==> config.mk <==
export PLATFORM = sky130hd
export DESIGN_NAME = pm_timer
export DESIGN_NICKNAME = d
export VERILOG_FILES = /design/src/rtl/pm_timer_pkg.sv /design/src/rtl/pm_prescaler.sv /design/src/rtl/pm_counter.sv /design/src/rtl/pm_postscaler.sv /design/src/rtl/pm_timer.sv
export SDC_FILE = /design/constraint.sdc
export NUM_CORES = 1
export LEC_CHECK = 0
export CORE_UTILIZATION = 50
export DETAILED_ROUTE_END_ITERATION = 6
export GPL_TIMING_DRIVEN = 0
export PLACE_DENSITY = 0.75
export SYNTH_ARGS = -nofsm -noshare
export SYNTH_HDL_FRONTEND = slang
export SYNTH_HIERARCHICAL = 1
export SYNTH_SLANG_ARGS = --single-unit
export TNS_END_PERCENT = 100
==> constraint.sdc <==
create_clock -name clk -period 2.5 [get_ports clk]
set_clock_uncertainty 0.05 [all_clocks]
set_input_delay 0.25 -clock clk [delete_from_list [all_inputs] [get_ports clk]]
set_output_delay 0.25 -clock clk [all_outputs]
set_load 0.02 [all_outputs]
==> src/rtl/pm_timer_pkg.sv <==
package pm_timer_pkg;

  typedef enum logic [1:0] {
    SEL_COUNT  = 2'd0,
    SEL_PERIOD = 2'd1,
    SEL_CTRL   = 2'd2,
    SEL_NONE   = 2'd3
  } reg_sel_e;

  typedef struct packed {
    logic [3:0] post_sel;
    logic       run;
    logic [1:0] pre_sel;
  } ctrl_t;

  localparam int CTRL_W = $bits(ctrl_t);

  // last prescaler count before a divided tick
  function automatic logic [3:0] pre_last(input logic [1:0] code);
    case (code)
      2'b00:   return 4'd0;
      2'b01:   return 4'd3;
      default: return 4'd15;
    endcase
  endfunction

endpackage

==> src/rtl/pm_prescaler.sv <==
module pm_prescaler #(
  parameter int PRE_W = 4
) (
  input  logic             clk,
  input  logic             rst,
  input  logic             clr,
  input  logic             tick_in,
  input  logic [PRE_W-1:0] last,
  output logic             tick_out
);
  logic [PRE_W-1:0] cnt_q;
  logic             at_last;

  assign at_last  = (cnt_q == last);
  assign tick_out = tick_in & at_last & ~clr;

  always_ff @(posedge clk) begin
    if (rst || clr) begin
      cnt_q <= '0;
    end else if (tick_in) begin
      cnt_q <= at_last ? '0 : cnt_q + 1'b1;
    end
  end
endmodule

==> src/rtl/pm_counter.sv <==
module pm_counter #(
  parameter int W = 8
) (
  input  logic         clk,
  input  logic         rst,
  input  logic         tick,
  input  logic         load,
  input  logic [W-1:0] load_val,
  input  logic [W-1:0] period,
  output logic [W-1:0] cnt,
  output logic         wrap,
  output logic         match_q
);
  logic [W-1:0] cnt_q;

  assign cnt  = cnt_q;
  assign wrap = tick & ~load & (cnt_q == period);

  always_ff @(posedge clk) begin
    if (rst) begin
      cnt_q   <= '0;
      match_q <= 1'b0;
    end else begin
      match_q <= wrap;
      if (load) begin
        cnt_q <= load_val;
      end else if (tick) begin
        cnt_q <= wrap ? '0 : cnt_q + 1'b1;
      end
    end
  end
endmodule

==> src/rtl/pm_postscaler.sv <==
module pm_postscaler #(
  parameter int POST_W = 4
) (
  input  logic              clk,
  input  logic              rst,
  input  logic              clr,
  input  logic              match,
  input  logic [POST_W-1:0] sel,
  input  logic              irq_clr,
  output logic              irq
);
  logic [POST_W-1:0] cnt_q;
  logic              hit;

  assign hit = match & ~clr & (cnt_q == sel);

  always_ff @(posedge clk) begin
    if (rst || clr) begin
      cnt_q <= '0;
    end else if (match) begin
      cnt_q <= hit ? '0 : cnt_q + 1'b1;
    end
  end

  always_ff @(posedge clk) begin
    if (rst) begin
      irq <= 1'b0;
    end else if (hit) begin
      irq <= 1'b1;
    end else if (irq_clr) begin
      irq <= 1'b0;
    end
  end
endmodule

==> src/rtl/pm_timer.sv <==
module pm_timer
  import pm_timer_pkg::*;
#(
  parameter int TIMER_W = 8,
  parameter int PRE_W   = 4,
  parameter int POST_W  = 4
) (
  input  logic               clk,
  input  logic               rst,
  input  logic               tick_en,
  input  logic [1:0]         reg_sel,
  input  logic               wr_en,
  input  logic [TIMER_W-1:0] wr_data,
  input  logic               irq_clr,
  output logic [TIMER_W-1:0] rd_data,
  output logic               match_pulse,
  output logic               irq_flag
);
  localparam logic [TIMER_W-1:0] PERIOD_RST = '1;

  reg_sel_e          sel;
  ctrl_t             ctrl_q;
  logic [TIMER_W-1:0] period_q;
  logic [TIMER_W-1:0] cnt_w;
  logic              wr_cnt, wr_per, wr_ctrl, div_clr;
  logic              run_w, pre_tick, wrap_w;
  logic [TIMER_W-1:0] rd_next;

  assign sel     = reg_sel_e'(reg_sel);
  assign wr_cnt  = wr_en && (sel == SEL_COUNT);
  assign wr_per  = wr_en && (sel == SEL_PERIOD);
  assign wr_ctrl = wr_en && (sel == SEL_CTRL);
  assign div_clr = wr_cnt | wr_ctrl;
  assign run_w   = ctrl_q.run;

  always_ff @(posedge clk) begin
    if (rst) begin
      ctrl_q   <= '0;
      period_q <= PERIOD_RST;
    end else begin
      if (wr_ctrl) ctrl_q   <= ctrl_t'(wr_data[CTRL_W-1:0]);
      if (wr_per)  period_q <= wr_data;
    end
  end

  pm_prescaler #(.PRE_W(PRE_W)) u_pre (
    .clk      (clk),
    .rst      (rst),
    .clr      (div_clr),
    .tick_in  (tick_en & run_w),
    .last     (PRE_W'(pre_last(ctrl_q.pre_sel))),
    .tick_out (pre_tick)
  );

  pm_counter #(.W(TIMER_W)) u_cnt (
    .clk      (clk),
    .rst      (rst),
    .tick     (pre_tick),
    .load     (wr_cnt),
    .load_val (wr_data),
    .period   (period_q),
    .cnt      (cnt_w),
    .wrap     (wrap_w),
    .match_q  (match_pulse)
  );

  pm_postscaler #(.POST_W(POST_W)) u_post (
    .clk     (clk),
    .rst     (rst),
    .clr     (div_clr),
    .match   (wrap_w),
    .sel     (POST_W'(ctrl_q.post_sel)),
    .irq_clr (irq_clr),
    .irq     (irq_flag)
  );

  always_comb begin
    case (sel)
      SEL_COUNT:  rd_next = cnt_w;
      SEL_PERIOD: rd_next = period_q;
      SEL_CTRL:   rd_next = TIMER_W'(ctrl_q);
      default:    rd_next = '0;
    endcase
  end

  always_ff @(posedge clk) begin
    if (rst) rd_data <= '0;
    else     rd_data <= rd_next;
  end
endmodule

* After elaboration in Yosys (flattened, before gate mapping)
Cells that the tools add are included.
** Storage, ports and cells
- Word-level logic and storage cells :: 46
- Bits in registers :: 41
- Output and inout port bits :: 10
** Operators by class
- Multiplexer cells :: 9
- Equal/unequal tests :: 6
- Bitwise logic cells :: 10
- Reductions and logical operators :: 8
- $add $sub $neg :: 3
** Operator list (number)
- $mux W8 :: 3
- $pmux W8 S3 :: 1
- $add A4 B1 Y4 const B :: 2
- $add A8 B1 Y8 const B :: 1
- $eq A4 B4 Y1 :: 2
- $eq A8 B8 Y1 :: 1
- $mux W4 :: 2
- $pmux W4 S2 :: 1
- $and A1 B1 Y1 :: 7
- $eq A2 B1 Y1 const B :: 2
- $logic_not A2 Y1 :: 2
- $reduce_bool A2 Y1 :: 2
- $logic_and A1 B1 Y1 :: 3
- $eq A2 B2 Y1 const B :: 1
- $mux W1 :: 2
- $not A1 Y1 :: 2
- $logic_or A1 B1 Y1 :: 1
- $or A1 B1 Y1 :: 1

* Depth between registers and ports, before layout
Gate-level depths: netlist of run 1.
- Word-level depth :: 10
- Gate-level depth with buffers :: 9

* Cells and area by module
Netlist of run 1, hierarchy kept.
** By module, submodules not included
- pm_timer :: cells an instance 108, instances 1, area each 1036.0 sq um, sequential area each 460.4 sq um
- pm_counter :: cells an instance 70, instances 1, area each 585.6 sq um, sequential area each 180.2 sq um
- pm_postscaler :: cells an instance 25, instances 1, area each 276.5 sq um, sequential area each 100.1 sq um
- pm_prescaler :: cells an instance 26, instances 1, area each 269.0 sq um, sequential area each 80.1 sq um

* Least setup slack after synthesis of run 1
No wires, ideal clock.
- Path type :: reg2reg
- Start point :: register ctrl_q[1] (netlist name)
- End point :: register u_post.cnt_q[2]
- Setup slack :: 0.110 ns
- Required time :: 2.338 ns
- Clock period less this slack :: 2.390 ns
- Library setup time :: 0.112 ns
- Arrival time :: 2.228 ns
- Stages on the path, launching flop included :: 10
- Buffers on the path :: 0
- Cells stage by stage :: dfxtp_1 or2_2 xor2_1 nor3_2 and3b_1 nand2b_1 nor2_1 nand2_1 xor2_1 a2111oi_1
** On the way
- Cells in the longest elaborated chain, start to end :: 10
- Elaborated cells on any way between the ends :: 11
- Those cells by class :: eq/ne: 2; mux: 2; bitwise: 6; reduce/logical: 1
** Ends and longest elaborated chain
- start: declaration :: RTL line pm_timer.sv:22 : ctrl_t ctrl_q;
- start signal: assignment :: RTL line pm_timer.sv:41 : if (wr_ctrl) ctrl_q <= ctrl_t'(wr_data[CTRL_W-1:0]);
- $eq A2 B1 Y1 / $logic_not A2 Y1 (equally long branches) :: RTL line pm_timer_pkg.sv:20 : case (code)
- $pmux W4 S2 * :: RTL line pm_timer_pkg.sv:20
- $eq A4 B4 Y1 * :: RTL line pm_prescaler.sv:14 : assign at_last = (cnt_q == last);
- $and A1 B1 Y1 * (2 in a row) :: RTL line pm_prescaler.sv:15 : assign tick_out = tick_in & at_last & ~clr;
- named net pre_tick :: RTL line pm_timer.sv:26 : logic run_w, pre_tick, wrap_w;
- $and A1 B1 Y1 * (2 in a row) :: RTL line pm_counter.sv:17 : assign wrap = tick & ~load & (cnt_q == period);
- named net wrap_w :: RTL line pm_timer.sv:26
- $and A1 B1 Y1 (2 in a row) :: RTL line pm_postscaler.sv:15 : assign hit = match & ~clr & (cnt_q == sel);
- $mux W4 :: RTL line pm_postscaler.sv:21 : cnt_q <= hit ? '0 : cnt_q + 1'b1;
- end signal: assignment :: RTL line pm_postscaler.sv:21
- end: declaration :: RTL line pm_postscaler.sv:12 : logic [POST_W-1:0] cnt_q;
The timed path passes the listed nets; every way through them passes the cells marked *.
A chain may end at the register's enable or synchronous reset.

* Worst setup path after layout of run 1
Same ends and word-level chain as after synthesis.

==> run summary, run 1 <==
Syn-to-layout area delta - 18.76%
R2r endpoint - u_post/cnt_q[2]
Final Power - 1.297 mW
Die X - 67.84 um
Combinational power share - 13.2%
Worst-margin pin slew - 609.3 ps
Die height - 67.84 um
Critical path peak fanout - 5
Final WL - 4739 um
Max Slew Vio Count - 0
Clock power frac - 33.3%
Final antenna-violating net count - 0
Placed cells - 303
Multi-input combinational cell area - 1256 sq um
CP Capture Type - register
Port Buffer Count - 24
Layout cell share with drive strength beyond 1 - 12.60%
Hpwl dp - 3449 um
Data required time of the worst path - 2640 ps
Crit path top cell by count - xor2_1
Global-route wire length before repair - 7762 um
Critical path arrival - 2470 ps
Vias - 1738
Cell count after synthesis - 229
Initial antenna violation count - 0
Worst reg2reg path startpoint - ctrl_q[1]
End of the critical path - u_post/cnt_q[2]
DR iter-0 viols - 153
Hold_buf cts - 0
R2R Setup Slk - 170 ps
Slew HR - 59.07%
Leak - 1.047 nW
I/O Pins - 25
Synth async-reset ratio - 0%
GRT overflow - 0
Register-to-Register Path Depth - 9
Synth Area per Inst - 9.463 sq um
RSZ-0062 raised after global routing - false
Int Power - 0.9500 mW
H-tree depth - 2
Post-Syn Area - 2167 sq um
CTS clk-pin slew, worst paths - 80 ps
Max cap viols - 0
Setup crit start kind - register
Inserted Diodes - 0
Initial core utilization - 53.03%
DRC - 0
Synth warn - 6
Worst VDD drop - 359.7 uV
RePlAce Congestion - 0.8961
Final Setup Violations - 0
Die area - 4602 sq um
CTS buffer count - 5
Crit path kind - reg -> reg
Number of global-route vias before repair - 1653
Post-layout util - 62.98%
Synth Flop Type - dfxtp_1
Seq pwr share - 53.5%
CTS Root Cell - clkbuf_8
Largest net degree at the start of global routing - 14
Rows - 23
Worst hold path type - reg -> reg
Syn Nets - 247
Cell Chain, Critical Path - or2_2 > xor2_1 > nor3_2 > and3b_1 > nand2b_1 > nor2_4 > nand2_1 > xor2_1 > a2111oi_1
Max Clk Rate - 0.4288 GHz
Vias per inst - 5.571
Avg WL per Cell - 15.19 um
CTS tree - built
Status - finished clean
Total core area - 4086 sq um
Synthesized flop and latch total - 41
Sw Share - 26.74%
Final std cells w/o fill - 312
Distinct cells, synth - 44
Fillers - 350
Final Net Count - 279
Max Buffers Root-to-Sink - 2
Slowest stage delay, CP - 340 ps
First drt pass iteration count - 4
Clk_lat worst skew - 300 ps
GRT Total Usage - 23.27%
Num Clock Sinks - 41
Pwr dens - 503.8 nW/um^2
Hold Fails Final Rpt - 0
Post-synthesis sequential area ratio - 37.88%
EDFF count, synth - 0
Switching component of the power - 0.3467 mW
Post-place instance area - 2470 sq um
Slowest-stage cell, CP - dfxtp_1
Setup crit start - ctrl_q[1]
Min Clock Period, post-route - 2332 ps
Finished Cell Area - 2574 sq um
Sequential cell area - 820.8 sq um
Final Cycle Share - 93.28%
## routing by layer
layer	vias up	share of wire [%]	track usage (%)
met5	-	0	0
met4	0	1.1	8.333
met3	5	6.2	6.000
met2	50	45	37.25
met1	810	47	30.11
li1	873	-	-
## synth_stat cells (2+ instances only)
cell type	number	area share, %
a2111oi_1	3	1.4
mux2i_1	24	11
a21oi_1	10	2.3
and3b_1	3	1.2
xnor2_1	11	4.4
nor2b_1	2	0.58
nor3_2	2	0.92
nand4_1	3	0.87
o22ai_1	6	1.7
ha_1	3	1.7
o32ai_1	7	2.8
nand3_1	5	1.2
and3_1	7	2.0
nand2b_1	16	4.6
nand2_1	3	0.52
clkbuf_1	3	0.52
and3_2	2	0.69
nor3_1	2	0.46
inv_1	11	1.9
xor2_1	16	6.5
buf_2	5	1.2
dfxtp_1	41	38
a2111oi_2	3	2.1
or2_2	2	0.58
nor2_1	20	3.5
## registers in the layout, summed over array words and instances, names as in the netlist
name,count
u_cnt/match_q,1
run_w,1
period_q,8
u_pre/cnt_q,4
ctrl_q,6
u_post/cnt_q,4
rd_data,8
u_cnt/cnt,8
u_post/irq,1
## power by group through the flow
| stage | combinational, mW | sequential [mW] | clock [mW] |
|---|---|---|---|
| after floorplan | 0.0945 | 0.711 | 0 |
| after global placement | 0.166 | 0.708 | 0 |
| after detailed placement | 0.167 | 0.709 | 0 |
| after CTS | 0.171 | 0.693 | 0.441 |
| after global routing | 0.187 | 0.696 | 0.472 |
| final | 0.172 | 0.693 | 0.432 |
## timing repair
item	4_1_cts	5_1_grt
gates cloned	0	0
pin swaps	1	0
endpoints found under the setup margin	5	12
buffers inserted	1	0
gates resized for setup	1	2
## worst min path at each step
| stage | from | cells after the start | endpoint |
|---|---|---|---|
| finish | run_w | 2 | run_w |
| global route | ctrl_q[3] | 2 | ctrl_q[3] |
| CTS | ctrl_q[3] | 2 | ctrl_q[3] |
| detailed placement | ctrl_q[3] | 2 | ctrl_q[3] |
| global placement | ctrl_q[3] | 2 | ctrl_q[3] |
| floorplan | rst | 1 | u_post/cnt_q[1] |
## worst max-delay path: cells and delay by family (launching register included)
family	cells	cell delay, ps
and+or+nand+nor	6	1190
DFF	1	340
xor gates and xnor gates	2	310
AOI/OAI and AO/OA	1	330
## cells in the final DEF (no fill, tap or decap), types with 2 or more instances in the layout
| master | n |
|---|---|
| nand4_1 | 3 |
| nand2b_1 | 16 |
| nor3_2 | 2 |
| nand3_1 | 5 |
| buf_4 | 2 |
| clkinv_2 | 2 |
| dfxtp_1 | 41 |
| clkbuf_8 | 5 |
| xor2_1 | 16 |
| a2111oi_1 | 3 |
| o32ai_1 | 7 |
| ha_1 | 3 |
| nor2_1 | 19 |
| or2_2 | 2 |
| o22ai_1 | 6 |
| nand2_1 | 3 |
| clkbuf_1 | 3 |
| a2111oi_2 | 3 |
| inv_1 | 11 |
| xnor2_1 | 11 |
| clkdlybuf4s50_1 | 24 |
| nor3_1 | 2 |
| and3_1 | 7 |
| a21oi_1 | 10 |
| mux2i_1 | 24 |
| and3b_1 | 3 |
| and3_2 | 2 |
| buf_2 | 5 |
## through the flow
step	hold slack (ps)	setup TNS, ps	setup slack (ps)
after floorplan	276.0	0	109.8
after global placement	443.0	-2542	-314.3
after detailed placement	449.0	-2920	-353.5
after CTS	460.6	0	3.317
after global routing	473.0	0	15.27
final	450.7	0	168.0
## area by class of cell
class                           instances  area share (%)
Multi-Input combinational cell        166           48.81
Sequential cell                        41           31.89
Timing Repair Buffer                   25           9.626
Clock buffer                            5           2.674
Tap cell                               50           2.431
Buffer                                 11           2.285
Inverter                               11           1.604
Clock inverter                          3          0.6806
## cell families after synthesis
group / Yosys count / share of synthesized area, %
adder cells (fa/ha/maj): 3 / 1.732
XOR/XNOR: 27 / 10.91
buffers and inverters: 22 / 4.619
flip-flops: 41 / 37.88
multiplexers: 25 / 11.61
AO/OA/AOI/OAI: 36 / 12.93
AND/OR/NAND/NOR: 75 / 20.32
Power figures use the tool's default switching activity.
==> inputs of run 2 (changes only) <==
--- a/config.mk
+++ b/config.mk
@@ -5,6 +5,7 @@
 export SDC_FILE = /design/constraint.sdc
 export NUM_CORES = 1
 export LEC_CHECK = 0
+export CORE_MARGIN = 2
 export CORE_UTILIZATION = 50
 export DETAILED_ROUTE_END_ITERATION = 6
 export GPL_TIMING_DRIVEN = 0
==> run summary, run 2 (synthesis results as in run 1) <==
Number of global-route vias before repair - 1691 (+2.3%)
Avg WL per Cell - 14.93 um (-1.7%)
Global-route wire length before repair - 7990 um (+2.9%)
Vias per inst - 5.460 (-2.0%)
DR iter-0 viols - 94 (-39%)
Setup crit start kind - register
Final Setup Violations - 0 (unchanged)
GR Util met1 - 28.36% (-1.7 points)
Max Buffers Root-to-Sink - 2 (unchanged)
DRC - 0 (unchanged)
Hold_buf cts - 0 (unchanged)
Critical path arrival - 2440 ps (-30 ps)
Post-Place Setup Slack - -322.6 ps (+30.83 ps)
Max Slew Vio Count - 0 (unchanged)
GRT overflow - 0 (unchanged)
CTS Root Cell - clkbuf_8
Rows - 23 (unchanged)
Final Cycle Share - 92.40% (-0.88 points)
Min Clock Period, post-route - 2310 ps (-21.94 ps)
CP bufs+invs - 0 (unchanged)
Port Buffer Count - 24 (unchanged)
Inserted Diodes - 0 (unchanged)
Global route hottest layer - met2
Total core area - 4086 sq um (unchanged)
Final Net Count - 280 (+0.36%)
CP Capture Type - register
CTS buffer count - 5 (unchanged)
Die height - 69.84 um (+2.9%)
GR Util met3 - 3.343% (-2.7 points)
CTS tree - built
Leak - 1.068 nW (+2.0%)
Final antenna-violating net count - 0 (unchanged)
Worst hold path type - reg -> reg
Post-place instance area - 2470 sq um (unchanged)
Commonest non-fill, non-tap cell in the layout - dfxtp_1
Die area - 4877 sq um (+6.0%)
Hpwl dp - 3422 um (-0.80%)
Die X - 69.84 um (+2.9%)
Most frequent cells in the layout - 41 x dfxtp_1, 24 x mux2i_1, 24 x clkdlybuf4s50_1, 19 x nor2_1, 16 x xor2_1
Num Clock Sinks - 41 (unchanged)
Critical path peak fanout - 5 (unchanged)
First drt pass iteration count - 4 (unchanged)
Slowest-stage cell, CP - dfxtp_1
Crit path kind - reg -> reg
Status - finished clean
Final setup margin - 190.0 ps (+21.94 ps)
Max Clk Rate - 0.4329 GHz (+0.95%)
CTS clk-pin slew, worst paths - 90 ps (about the same)
Largest net degree at the start of global routing - 14 (unchanged)
Initial core utilization - 53.03% (unchanged)
RSZ-0062 raised after global routing - false
Slew HR - 59.46% (+0.40 points)
Finished Cell Area - 2623 sq um (+1.9%)
Data required time of the worst path - 2630 ps (about the same)
Cell Chain, Critical Path - or2_2 > xor2_1 > nor3_2 > and3b_1 > nand2b_4 > nor2_4 > nand2_1 > xor2_1 > a2111oi_1
Pwr dens - 544.3 nW/um^2 (+8.0%)
Crit path max-delay family - simple AND/OR/NAND/NOR gates
Clk_lat worst skew - 300 ps (about the same)
Max cap viols - 0 (unchanged)
Layout cell share with drive strength beyond 1 - 13.31% (+0.71 points)
RePlAce Congestion - 0.8629 (-3.7%)
Worst-margin pin slew - 603.4 ps (-5.881 ps)
Syn-to-layout area delta - 21.02%
M2 GR Usage - 31.75% (-5.5 points)
H-tree depth - 2 (unchanged)
GRT Total Usage - 20.44% (-2.8 points)
Crit path top cell by count - xor2_1
I/O Pins - 25 (unchanged)
Slowest stage delay, CP - 350 ps (about the same)
Vias - 1709 (-1.7%)
Initial antenna violation count - 0 (unchanged)
Final WL - 4674 um (-1.4%)
Hold Fails Final Rpt - 0 (unchanged)
Worst VDD drop - 270.2 uV (-25%)
run 2: worst paths after layout:
kind	startpoint	cells past startpoint	endpoint	slack [ps]
worst max-delay path	ctrl_q[0]	9	u_post/cnt_q[2]	190
worst min-delay path	run_w	2	run_w	450
worst max register to register	ctrl_q[0]	9	u_post/cnt_q[2]	190
worst min register to register	run_w	2	run_w	450
run 2: timing repair:
action	4_1_cts	5_1_grt
setup buffers	1	1
pin swaps	1	1
gates resized for setup	2	2
endpoints found under the setup margin	5	3
run 2: per-layer routing:
layer	share of wire (%)	up-vias
met5	0	-
met4	1.6	0
met3	4.3	7
met2	45	32
met1	49	796
li1	-	874
run 2: final cells by class:
type,instances,area [sq um]
fillers,361,1464
flip-flops and latches,41,820.8
well taps,50,62.56
clock inverters,2,37.54
inverters,11,41.29
multi-input cells,166,1264
repair buffers,26,255.2
plain buffers,11,58.81
clock buffers,6,82.58
run 2: power breakdown:
part,switching (mW),total [mW],internal (mW)
Combinational,0.0866,0.171,0.0849
Sequential,0.0200,0.693,0.673
Clock,0.238,0.563,0.325
Total,0.345,1.43,1.08
run 2: through the flow:
stage                     util (%)  hold WS (ps)  power [mW]  instances  setup TNS, ps
after global routing         64.18         485.1       1.480        313              0
final                        64.18         452.9       1.428        313              0
after global placement       60.44         443.4      0.8736        303          -2568
after detailed placement     60.44         445.3      0.8752        303          -2660
after floorplan                  -         276.0      0.8057        229              0
after CTS                    63.69         457.0       1.436        312              0
run 2: worst reg2reg max path: cells and delay by family, from the launching register on:
| kind | cells | cell delay, ps |
|---|---|---|
| xor+xnor | 2 | 320 |
| simple gates | 6 | 1160 |
| flops | 1 | 350 |
| compound gates | 1 | 330 |
